--- src/rtl/wahenc_pkg.sv ---
package wahenc_pkg;

  typedef enum logic [1:0] {
    CLS_MIXED = 2'd0,
    CLS_ZERO  = 2'd1,
    CLS_ONE   = 2'd2
  } chunk_cls_e;

endpackage

--- src/rtl/wahenc_rstsync.sv ---
module wahenc_rstsync (
  input  logic clk,
  input  logic rst_n,
  output logic rst_sync_n
);

  logic meta_q;
  logic sync_q;

  always_ff @(posedge clk or negedge rst_n) begin
    if (!rst_n) begin
      meta_q <= 1'b0;
      sync_q <= 1'b0;
    end else begin
      meta_q <= 1'b1;
      sync_q <= meta_q;
    end
  end

  assign rst_sync_n = sync_q;

endmodule

--- src/rtl/wahenc_classify.sv ---
module wahenc_classify
  import wahenc_pkg::*;
#(
  parameter int CHUNK_W = 31
) (
  input  logic [CHUNK_W-1:0] chunk,
  output chunk_cls_e         cls
);

  logic all_set;
  logic any_set;

  assign all_set = &chunk;
  assign any_set = |chunk;

  always_comb begin
    if (all_set)      cls = CLS_ONE;
    else if (!any_set) cls = CLS_ZERO;
    else               cls = CLS_MIXED;
  end

endmodule

--- src/rtl/wahenc_run.sv ---
module wahenc_run
  import wahenc_pkg::*;
#(
  parameter int CHUNK_W = 31
) (
  input  logic               clk,
  input  logic               rst_n,
  input  logic               take,
  input  chunk_cls_e         cls,
  input  logic [CHUNK_W-1:0] chunk,
  input  logic               last,
  output logic               flush_v,
  output logic [CHUNK_W:0]   flush_w,
  output logic               tail_v,
  output logic [CHUNK_W:0]   tail_w,
  output logic               tail_last
);

  localparam int CNT_W = CHUNK_W - 1;
  localparam logic [CNT_W-1:0] CNT_MAX = {CNT_W{1'b1}};
  localparam logic [CNT_W-1:0] CNT_ONE = {{(CNT_W-1){1'b0}}, 1'b1};

  logic             open_q, open_d;
  logic             val_q,  val_d;
  logic [CNT_W-1:0] cnt_q,  cnt_d;

  logic             uni;
  logic             bit_v;
  logic             extend;
  logic [CNT_W-1:0] new_cnt;

  assign uni    = (cls != CLS_MIXED);
  assign bit_v  = (cls == CLS_ONE);
  assign extend = open_q && (val_q == bit_v) && (cnt_q != CNT_MAX);
  assign new_cnt = extend ? (cnt_q + CNT_ONE) : CNT_ONE;

  always_comb begin
    flush_v   = open_q;
    flush_w   = {1'b1, val_q, cnt_q};
    tail_v    = 1'b1;
    tail_w    = {1'b0, chunk};
    tail_last = last;
    open_d    = 1'b0;
    val_d     = val_q;
    cnt_d     = cnt_q;
    if (uni) begin
      flush_v = open_q && !extend;
      tail_v  = last;
      tail_w  = {1'b1, bit_v, new_cnt};
      open_d  = !last;
      val_d   = bit_v;
      cnt_d   = new_cnt;
    end
  end

  always_ff @(posedge clk or negedge rst_n) begin
    if (!rst_n) begin
      open_q <= 1'b0;
      val_q  <= 1'b0;
      cnt_q  <= '0;
    end else if (take) begin
      open_q <= open_d;
      val_q  <= val_d;
      cnt_q  <= cnt_d;
    end
  end

endmodule

--- src/rtl/wahenc_emit.sv ---
module wahenc_emit #(
  parameter int WORD_W = 32
) (
  input  logic              clk,
  input  logic              rst_n,
  input  logic              take,
  input  logic              flush_v,
  input  logic [WORD_W-1:0] flush_w,
  input  logic              tail_v,
  input  logic [WORD_W-1:0] tail_w,
  input  logic              tail_last,
  input  logic              out_ready,
  output logic              out_valid,
  output logic [WORD_W-1:0] out_data,
  output logic              out_last,
  output logic              slot_free
);

  logic              out_v_q, out_v_d;
  logic [WORD_W-1:0] out_d_q, out_d_d;
  logic              out_l_q, out_l_d;
  logic              pend_v_q, pend_v_d;
  logic [WORD_W-1:0] pend_d_q, pend_d_d;
  logic              pend_l_q, pend_l_d;
  logic              out_free;
  logic              out_en;
  logic              pend_en;

  assign out_free  = !out_v_q || out_ready;
  assign slot_free = !pend_v_q && out_free;

  always_comb begin
    out_v_d  = out_v_q;
    out_d_d  = out_d_q;
    out_l_d  = out_l_q;
    pend_v_d = pend_v_q;
    pend_d_d = pend_d_q;
    pend_l_d = pend_l_q;
    if (out_free) begin
      if (pend_v_q) begin
        out_v_d  = 1'b1;
        out_d_d  = pend_d_q;
        out_l_d  = pend_l_q;
        pend_v_d = 1'b0;
      end else if (take && flush_v) begin
        out_v_d  = 1'b1;
        out_d_d  = flush_w;
        out_l_d  = 1'b0;
        pend_v_d = tail_v;
        pend_d_d = tail_w;
        pend_l_d = tail_last;
      end else if (take && tail_v) begin
        out_v_d = 1'b1;
        out_d_d = tail_w;
        out_l_d = tail_last;
      end else begin
        out_v_d = 1'b0;
      end
    end
  end

  assign out_en  = out_free;
  assign pend_en = out_free;

  always_ff @(posedge clk or negedge rst_n) begin
    if (!rst_n) begin
      out_v_q <= 1'b0;
      out_d_q <= '0;
      out_l_q <= 1'b0;
    end else if (out_en) begin
      out_v_q <= out_v_d;
      out_d_q <= out_d_d;
      out_l_q <= out_l_d;
    end
  end

  always_ff @(posedge clk or negedge rst_n) begin
    if (!rst_n) begin
      pend_v_q <= 1'b0;
      pend_d_q <= '0;
      pend_l_q <= 1'b0;
    end else if (pend_en) begin
      pend_v_q <= pend_v_d;
      pend_d_q <= pend_d_d;
      pend_l_q <= pend_l_d;
    end
  end

  assign out_valid = out_v_q;
  assign out_data  = out_d_q;
  assign out_last  = out_l_q;

endmodule

--- src/rtl/wahenc_top.sv ---
module wahenc_top
  import wahenc_pkg::*;
#(
  parameter int CHUNK_W = 31
) (
  input  logic               clk,
  input  logic               rst_n,
  input  logic               in_valid,
  output logic               in_ready,
  input  logic [CHUNK_W-1:0] in_data,
  input  logic               in_last,
  output logic               out_valid,
  input  logic               out_ready,
  output logic [CHUNK_W:0]   out_data,
  output logic               out_last
);

  localparam int WORD_W = CHUNK_W + 1;

  logic              rst_sync_n;
  chunk_cls_e        cls;
  logic              take;
  logic              slot_free;
  logic              flush_v;
  logic [WORD_W-1:0] flush_w;
  logic              tail_v;
  logic [WORD_W-1:0] tail_w;
  logic              tail_last;

  assign in_ready = slot_free;
  assign take     = in_valid && slot_free;

  wahenc_rstsync u_rstsync (
    .clk        (clk),
    .rst_n      (rst_n),
    .rst_sync_n (rst_sync_n)
  );

  wahenc_classify #(.CHUNK_W(CHUNK_W)) u_classify (
    .chunk (in_data),
    .cls   (cls)
  );

  wahenc_run #(.CHUNK_W(CHUNK_W)) u_run (
    .clk       (clk),
    .rst_n     (rst_sync_n),
    .take      (take),
    .cls       (cls),
    .chunk     (in_data),
    .last      (in_last),
    .flush_v   (flush_v),
    .flush_w   (flush_w),
    .tail_v    (tail_v),
    .tail_w    (tail_w),
    .tail_last (tail_last)
  );

  wahenc_emit #(.WORD_W(WORD_W)) u_emit (
    .clk       (clk),
    .rst_n     (rst_sync_n),
    .take      (take),
    .flush_v   (flush_v),
    .flush_w   (flush_w),
    .tail_v    (tail_v),
    .tail_w    (tail_w),
    .tail_last (tail_last),
    .out_ready (out_ready),
    .out_valid (out_valid),
    .out_data  (out_data),
    .out_last  (out_last),
    .slot_free (slot_free)
  );

endmodule

--- config.mk ---
export PLATFORM = sky130hd
export DESIGN_NAME = wahenc_top
export DESIGN_NICKNAME = d
export VERILOG_FILES = /design/src/rtl/wahenc_pkg.sv /design/src/rtl/wahenc_rstsync.sv /design/src/rtl/wahenc_classify.sv /design/src/rtl/wahenc_run.sv /design/src/rtl/wahenc_emit.sv /design/src/rtl/wahenc_top.sv
export SDC_FILE = /design/constraint.sdc
export NUM_CORES = 1
export LEC_CHECK = 0
export BUFFER_PORTS_ARGS = -buffer_cell sky130_fd_sc_hd__buf_2
export CAP_MARGIN = 5
export CORE_MARGIN = 2
export CORE_UTILIZATION = 64
export CTS_CLUSTER_DIAMETER = 50
export CTS_CLUSTER_SIZE = 12
export DETAILED_ROUTE_END_ITERATION = 7
export PLACE_DENSITY = 0.88
export SLEW_MARGIN = 5
export SYNTH_ARGS = -nofsm -noshare
export SYNTH_HDL_FRONTEND = slang
export SYNTH_SLANG_ARGS = --single-unit
--- constraint.sdc ---
create_clock -name clk -period 9.2 [get_ports clk]
set_input_delay 1.84 -clock clk [delete_from_list [all_inputs] [get_ports clk]]
set_output_delay 1.84 -clock clk [all_outputs]
set_load 0.05 [all_outputs]
# Word level (Yosys, flattened, before mapping)
# Index checks and enable logic that the tools add are counted.
# Widths: inputs -> output; s select.
# word_totals
register_bits,102
out_inout_bits,35
wordCells,53
# op_classes
n_addsub,1
n_eq_ne,3
n_mux,18
n_bitwise,1
reduce_logical,19
# op_table
operator,count
$mux 32,4
$reduce_and 31->1,1
$reduce_or 31->1,1
$add 30x1->30 const B,1
$mux 30,1
$ne 30x30->1 const B,1
$mux 1,12
$logic_and 1x1->1,7
$logic_not 1->1,4
$reduce_and 2->1,2
$reduce_and 3->1,1
$reduce_bool 3->1,1
$eq 2x2->1 const B,1
$mux 2,1
$reduce_bool 2->1,1
$eq 1x1->1,1
$logic_or 1x1->1,1
$not 1->1,1

# Depth between registers and ports, before layout
# logic_depth
ltp_word,13
mapped_depth,11
ltp_nobuf,8

# Modules after synthesis
# From an unflattened synthesis, not the netlist that was laid out.
# unflattened
cells_unflattened,663
area_unflattened_um2,6278.5
# by_module_without_submodules
mod,instances,cells_each,area_per_inst_um2,seq_area_each_um2
wahenc_emit,1,304,3394.5,1701.6
wahenc_run,1,333,2672.6,800.8
wahenc_classify,1,22,151.4,0.0
wahenc_rstsync,1,3,53.8,50.0
wahenc_top,1,1,6.3,0.0

# Worst setup path before layout
# No wires, ideal clock.
# synth_timing
path_kind,input port to output port
from,input port out_ready
to,output port in_ready
arrival_ns,2.643
required_ns,7.360
setup_slack_ns,4.717
cell_stages,2
path_cell_list,nor2b_1 > nor2_1
# synth_via
elab_chain_cells,2
# synth_rtl
element,line_no,text
"start, declared",wahenc_top.sv:13,"input logic out_ready,"
$logic_or 1x1->1,wahenc_emit.sv:29,assign out_free = !out_v_q || out_ready;
$logic_and 1x1->1,wahenc_emit.sv:30,assign slot_free = !pend_v_q && out_free;
"end, declared",wahenc_top.sv:9,"output logic in_ready,"
# Every way passes these cells.

# Worst setup path after layout
# layout_timing
from,input port in_data[30]
to,register u_run.cnt_q[22]
# layout_via
elab_chain_cells,8
# layout_rtl
element,line_no,text
"start, declared",wahenc_top.sv:10,"input logic [CHUNK_W-1:0] in_data,"
$reduce_or 31->1,wahenc_classify.sv:14,assign any_set = |chunk;
$mux 1,wahenc_classify.sv:18,else if (!any_set) cls = CLS_ZERO;
$mux 2 (*),wahenc_classify.sv:17,if (all_set) cls = CLS_ONE;
$eq 2x2->1,wahenc_run.sv:33,assign bit_v = (cls == CLS_ONE);
$eq 1x1->1,wahenc_run.sv:34,assign extend = open_q && (val_q == bit_v) && (cnt_q != CNT_MAX);
$logic_and 1x1->1 (2 in series),wahenc_run.sv:34,
$mux 30,wahenc_run.sv:35,assign new_cnt = extend ? (cnt_q + CNT_ONE) : CNT_ONE;
"end signal, assigned",wahenc_run.sv:64,cnt_q <= cnt_d;
"end, declared",wahenc_run.sv:25,"logic [CNT_W-1:0] cnt_q, cnt_d;"
# Mark *: on every way between the ends. The rest lies on a longest branch, timed or not.
# A chain may end at the register's enable or synchronous reset.

==> results.py <==
metrics = {
    "sta": {
        "fin_skew_ns": 0.0164,
        "finalCriticalPeriod_ns": 4.87,
        "slew_headroom": 0.237,
        "worst_hold_slack_ns": 0.235,
        "setup_viol": 0,
        "min_period_over_period": 0.529,
        "max_freq_mhz": 205,
        "maxSlewViolCount": 0,
        "rsz0062_at_grt": "no",
        "finalSetupTns_ns": 0,
        "tightest_slew_ns": 1.14,
        "worst_slack_ns": 4.33,
        "hold_violations": 0,
    },
    "synth": {
        "synth.area.mux_share": 0.00165,
        "synth_xor_area_frac": 0.0188,
        "synth_compound_area_frac": 0.263,
        "syn_area_um2": 6060,
        "synth_nets": 754,
        "synth_top_family_by_area": "compound AO/OA/AOI/OAI gates",
        "seq_area_frac_synth": 0.421,
        "synth_warnings": 0,
        "synth-adder-area-share": 0.00206,
        "ys.flop_type": "dfrtp_1",
        "avgSynthCellArea_um2": 8.45,
        "async_flop_share": 1.00,
        "synthCells": 717,
        "ys_types": 68,
        "synth-simple-area-share": 0.236,
        "ys_seq_elements": 102,
        "synth_edf_count": 0,
    },
    "pwr": {
        "peakVddDrop_v": 0.000135,
        "swShare": 0.337,
        "switchingPower_mw": 0.311,
        "combPwrFrac": 0.177,
        "p_int_mw": 0.610,
        "clkPwrFrac": 0.301,
        "power_density_nw_per_um2": 141,
        "seq_power_share": 0.522,
        "p_leak_nw": 2.80,
    },
    "clock_tree": {
        "ctsHoldBuffers": 0,
        "cts_resized": 0,
        "clk-insertion-delay-late_ns": 0.37,
        "clock-sinks": 102,
        "cts_buffer_depth": 2,
        "post_cts_buffers": 0,
        "htreeDepth": 3,
        "cts_root_buf": "clkbuf_8",
        "tritoncts": "yes",
        "path_clk_slew_ns": 0.11,
        "cts_made_buffers": 9,
    },
    "detailed_routing": {
        "drt-pass1-iter-count": 8,
        "initialDrtViolationCount": 584,
        "drc": 0,
        "wire_per_inst_um": 21.9,
        "wirelength_mm": 18.9,
        "num_vias": 6068,
        "ant_nets": 0,
        "viasPerCell": 7.02,
    },
    "critical_path": {
        "crit_type": "primary input to register",
        "worstReg2RegEnd": "u_emit.out_data[28]",
        "reg2reg_slack_ns": 5.42,
        "critPathSlowestCell": "nand3_1",
        "slowest_delay_ns": 0.77,
        "worstPathMaxFanout": 25,
        "arrival_ns": 5.13,
        "r2r_start": "u_run.cnt_q[0]",
        "crit_chain": "buf_2 > nand4_1 > nor4_2 > nand2_1 > a21oi_1 > buf_4 > nand3_1 > o31ai_1",
        "required_ns": 9.46,
        "end_kind": "register",
        "rr_worst_depth": 8,
        "critPathLaunchType": "primary input",
    },
    "global_routing": {
        "antenna_found_initial": 0,
        "grt_max_degree": 78,
        "grt_pass1_wl_mm": 29.7,
        "grt_pass1_vias": 5531,
        "grt_usage": 0.375,
        "grt_overflow_total": 0,
    },
    "placed_design": {
        "place_ws_ns": 4.10,
        "numPortBuffers": 70,
        "hpwl_mm": 12.9,
        "routabilityCongestion": 0.965,
    },
    "final_layout": {
        "drive_gt1_frac": 0.153,
        "antenna_cells": 0,
        "syn_to_final_growth_pct": 7.39,
        "final_util": 0.708,
        "layout.nets": 785,
    },
    "die": {
        "pin_count": 71,
        "start_util": 0.659,
        "num_rows": 35,
        "die_h_um": 101,
        "dieArea_um2": 10300,
        "die_w_um": 101,
        "coreArea_um2": 9200,
    },
    "run": {
        "maxCapViolCount": 0,
    },
    "min_path": {
        "hp-class": "register to async pin",
    },
    "run_status": {
        "status": "finished clean",
    },
}
[Yosys cell counts, types with 2 or more instances]
library cell,instances,share of area
o21ai_1,10,0.0083
and2_1,6,0.0062
o211ai_1,4,0.0050
xor2_1,8,0.012
clkbuf_1,25,0.015
inv_1,7,0.0043
buf_4,10,0.012
nand2_1,88,0.055
nor2_1,69,0.043
dfrtp_1,102,0.42
xnor2_1,5,0.0072
nand4_1,13,0.013
a31oi_1,4,0.0041
a21o_1,3,0.0037
o31ai_1,42,0.052
and4_1,6,0.0087
clkbuf_2,2,0.0017
buf_1,2,0.0012
nor4_1,12,0.012
buf_6,4,0.0074
or4_4,3,0.0056
a221oi_1,12,0.017
o21a_1,2,0.0025
o22ai_1,10,0.010
o31ai_2,2,0.0041
o21ai_0,58,0.048
nand2b_1,7,0.0072
nor2b_1,6,0.0062
nor3_2,2,0.0033
buf_2,17,0.014
a211oi_1,4,0.0050
nor3_1,9,0.0074
o32ai_1,3,0.0043
o31a_1,2,0.0029
a21oi_1,62,0.051
a22o_1,2,0.0029
or3_1,5,0.0052
o221ai_1,8,0.012
nand3_1,36,0.030
and3_1,17,0.018
[power groups by stage]
stage               sequential (mW)  combinational, mW  clock [mW]
finish                        0.481              0.163       0.277
global route                  0.484              0.173       0.296
CTS                           0.481              0.162       0.278
detailed placement            0.489              0.162           0
global placement              0.489              0.160           0
floorplan                     0.559             0.0421           0
[cell type report]
type	count	area, um^2
Fill cell	727	2690
Clock inverter	6	55.1
Timing Repair Buffer	80	425
Clock buffer	10	128
Inverter	7	26.3
Sequential cell	102	2560
Tap cell	111	139
Multi-Input combinational cell	548	3180
[logic make-up after synthesis]
| kind of cell | Yosys count |
|---|---|
| XOR/XNOR | 13 |
| adder cells (fa/ha/maj) | 1 |
| flip-flops | 102 |
| other | 1 |
| AND/OR/NAND/NOR | 287 |
| multiplexers | 1 |
| buffers and inverters | 67 |
| AO/OA/AOI/OAI | 245 |
[cells in the final DEF (no fill, tap or decap), types with 3 or more instances in the layout]
cell	count
nand2_1	88
o211ai_1	4
nor2b_1	6
nand2b_1	7
or3_1	5
dfrtp_1	101
nand4_1	13
a21oi_1	62
a31oi_1	4
buf_2	70
and3_1	17
or4_4	3
a21o_1	3
o21ai_0	58
o221ai_1	8
o21ai_1	10
a221oi_1	12
and4_1	6
o31ai_1	42
nor4_1	12
nor3_1	9
nand3_1	36
o22ai_1	10
a211oi_1	4
clkbuf_8	9
xnor2_1	5
o32ai_1	3
inv_1	7
and2_1	6
xor2_1	8
buf_4	10
nor2_1	68
[worst max path at each step]
stage	from	endpoint	slack, ns	cells past startpoint
6_report	in_data[30]	u_run.cnt_q[22]	4.33	8
5_1_grt	in_data[30]	u_run.cnt_q[8]	4.16	8
4_1_cts	in_data[27]	u_run.cnt_q[19]	4.49	8
3_5_place_dp	in_data[30]	u_run.cnt_q[19]	4.10	8
3_3_place_gp	in_data[0]	u_run.cnt_q[19]	4.12	8
2_1_floorplan	out_ready	in_ready	4.72	2
[routing by layer]
layer	wire, um	GRT usage	vias up
met5	0	0	-
met2	8890	0.597	384
met4	664	0.149	0
met1	7650	0.516	2903
li1	-	-	2718
met3	1730	0.0594	63
[critical path: cells and delay by family]
family                 cells  cell delay (ns)
buffers and inverters      2             0.45
AOI/OAI and AO/OA          2             0.84
and+or+nand+nor            4             1.97
[flip-flops by register name, indices dropped and copies added (netlist names)]
name and cells:
u_rstsync.rst_sync_n 1, u_emit.pend_d_q 32, u_emit.pend_l_q 1, u_emit.out_valid 1
u_run.open_q 1, u_run.cnt_q 30, u_emit.out_last 1, u_emit.pend_v_q 1
u_run.val_q 1, u_emit.out_data 32, u_rstsync.meta_q 1
[metrics by stage]
stage                     power [mW]  cells  instance area, um^2
final                          0.921    864                 6510
after global routing           0.953    864                 6510
after CTS                      0.921    864                 6510
after detailed placement       0.651    848                 6330
after global placement         0.649    848                 6330
after floorplan                0.601    717                 6060
(Power assumes the default switching activity.)
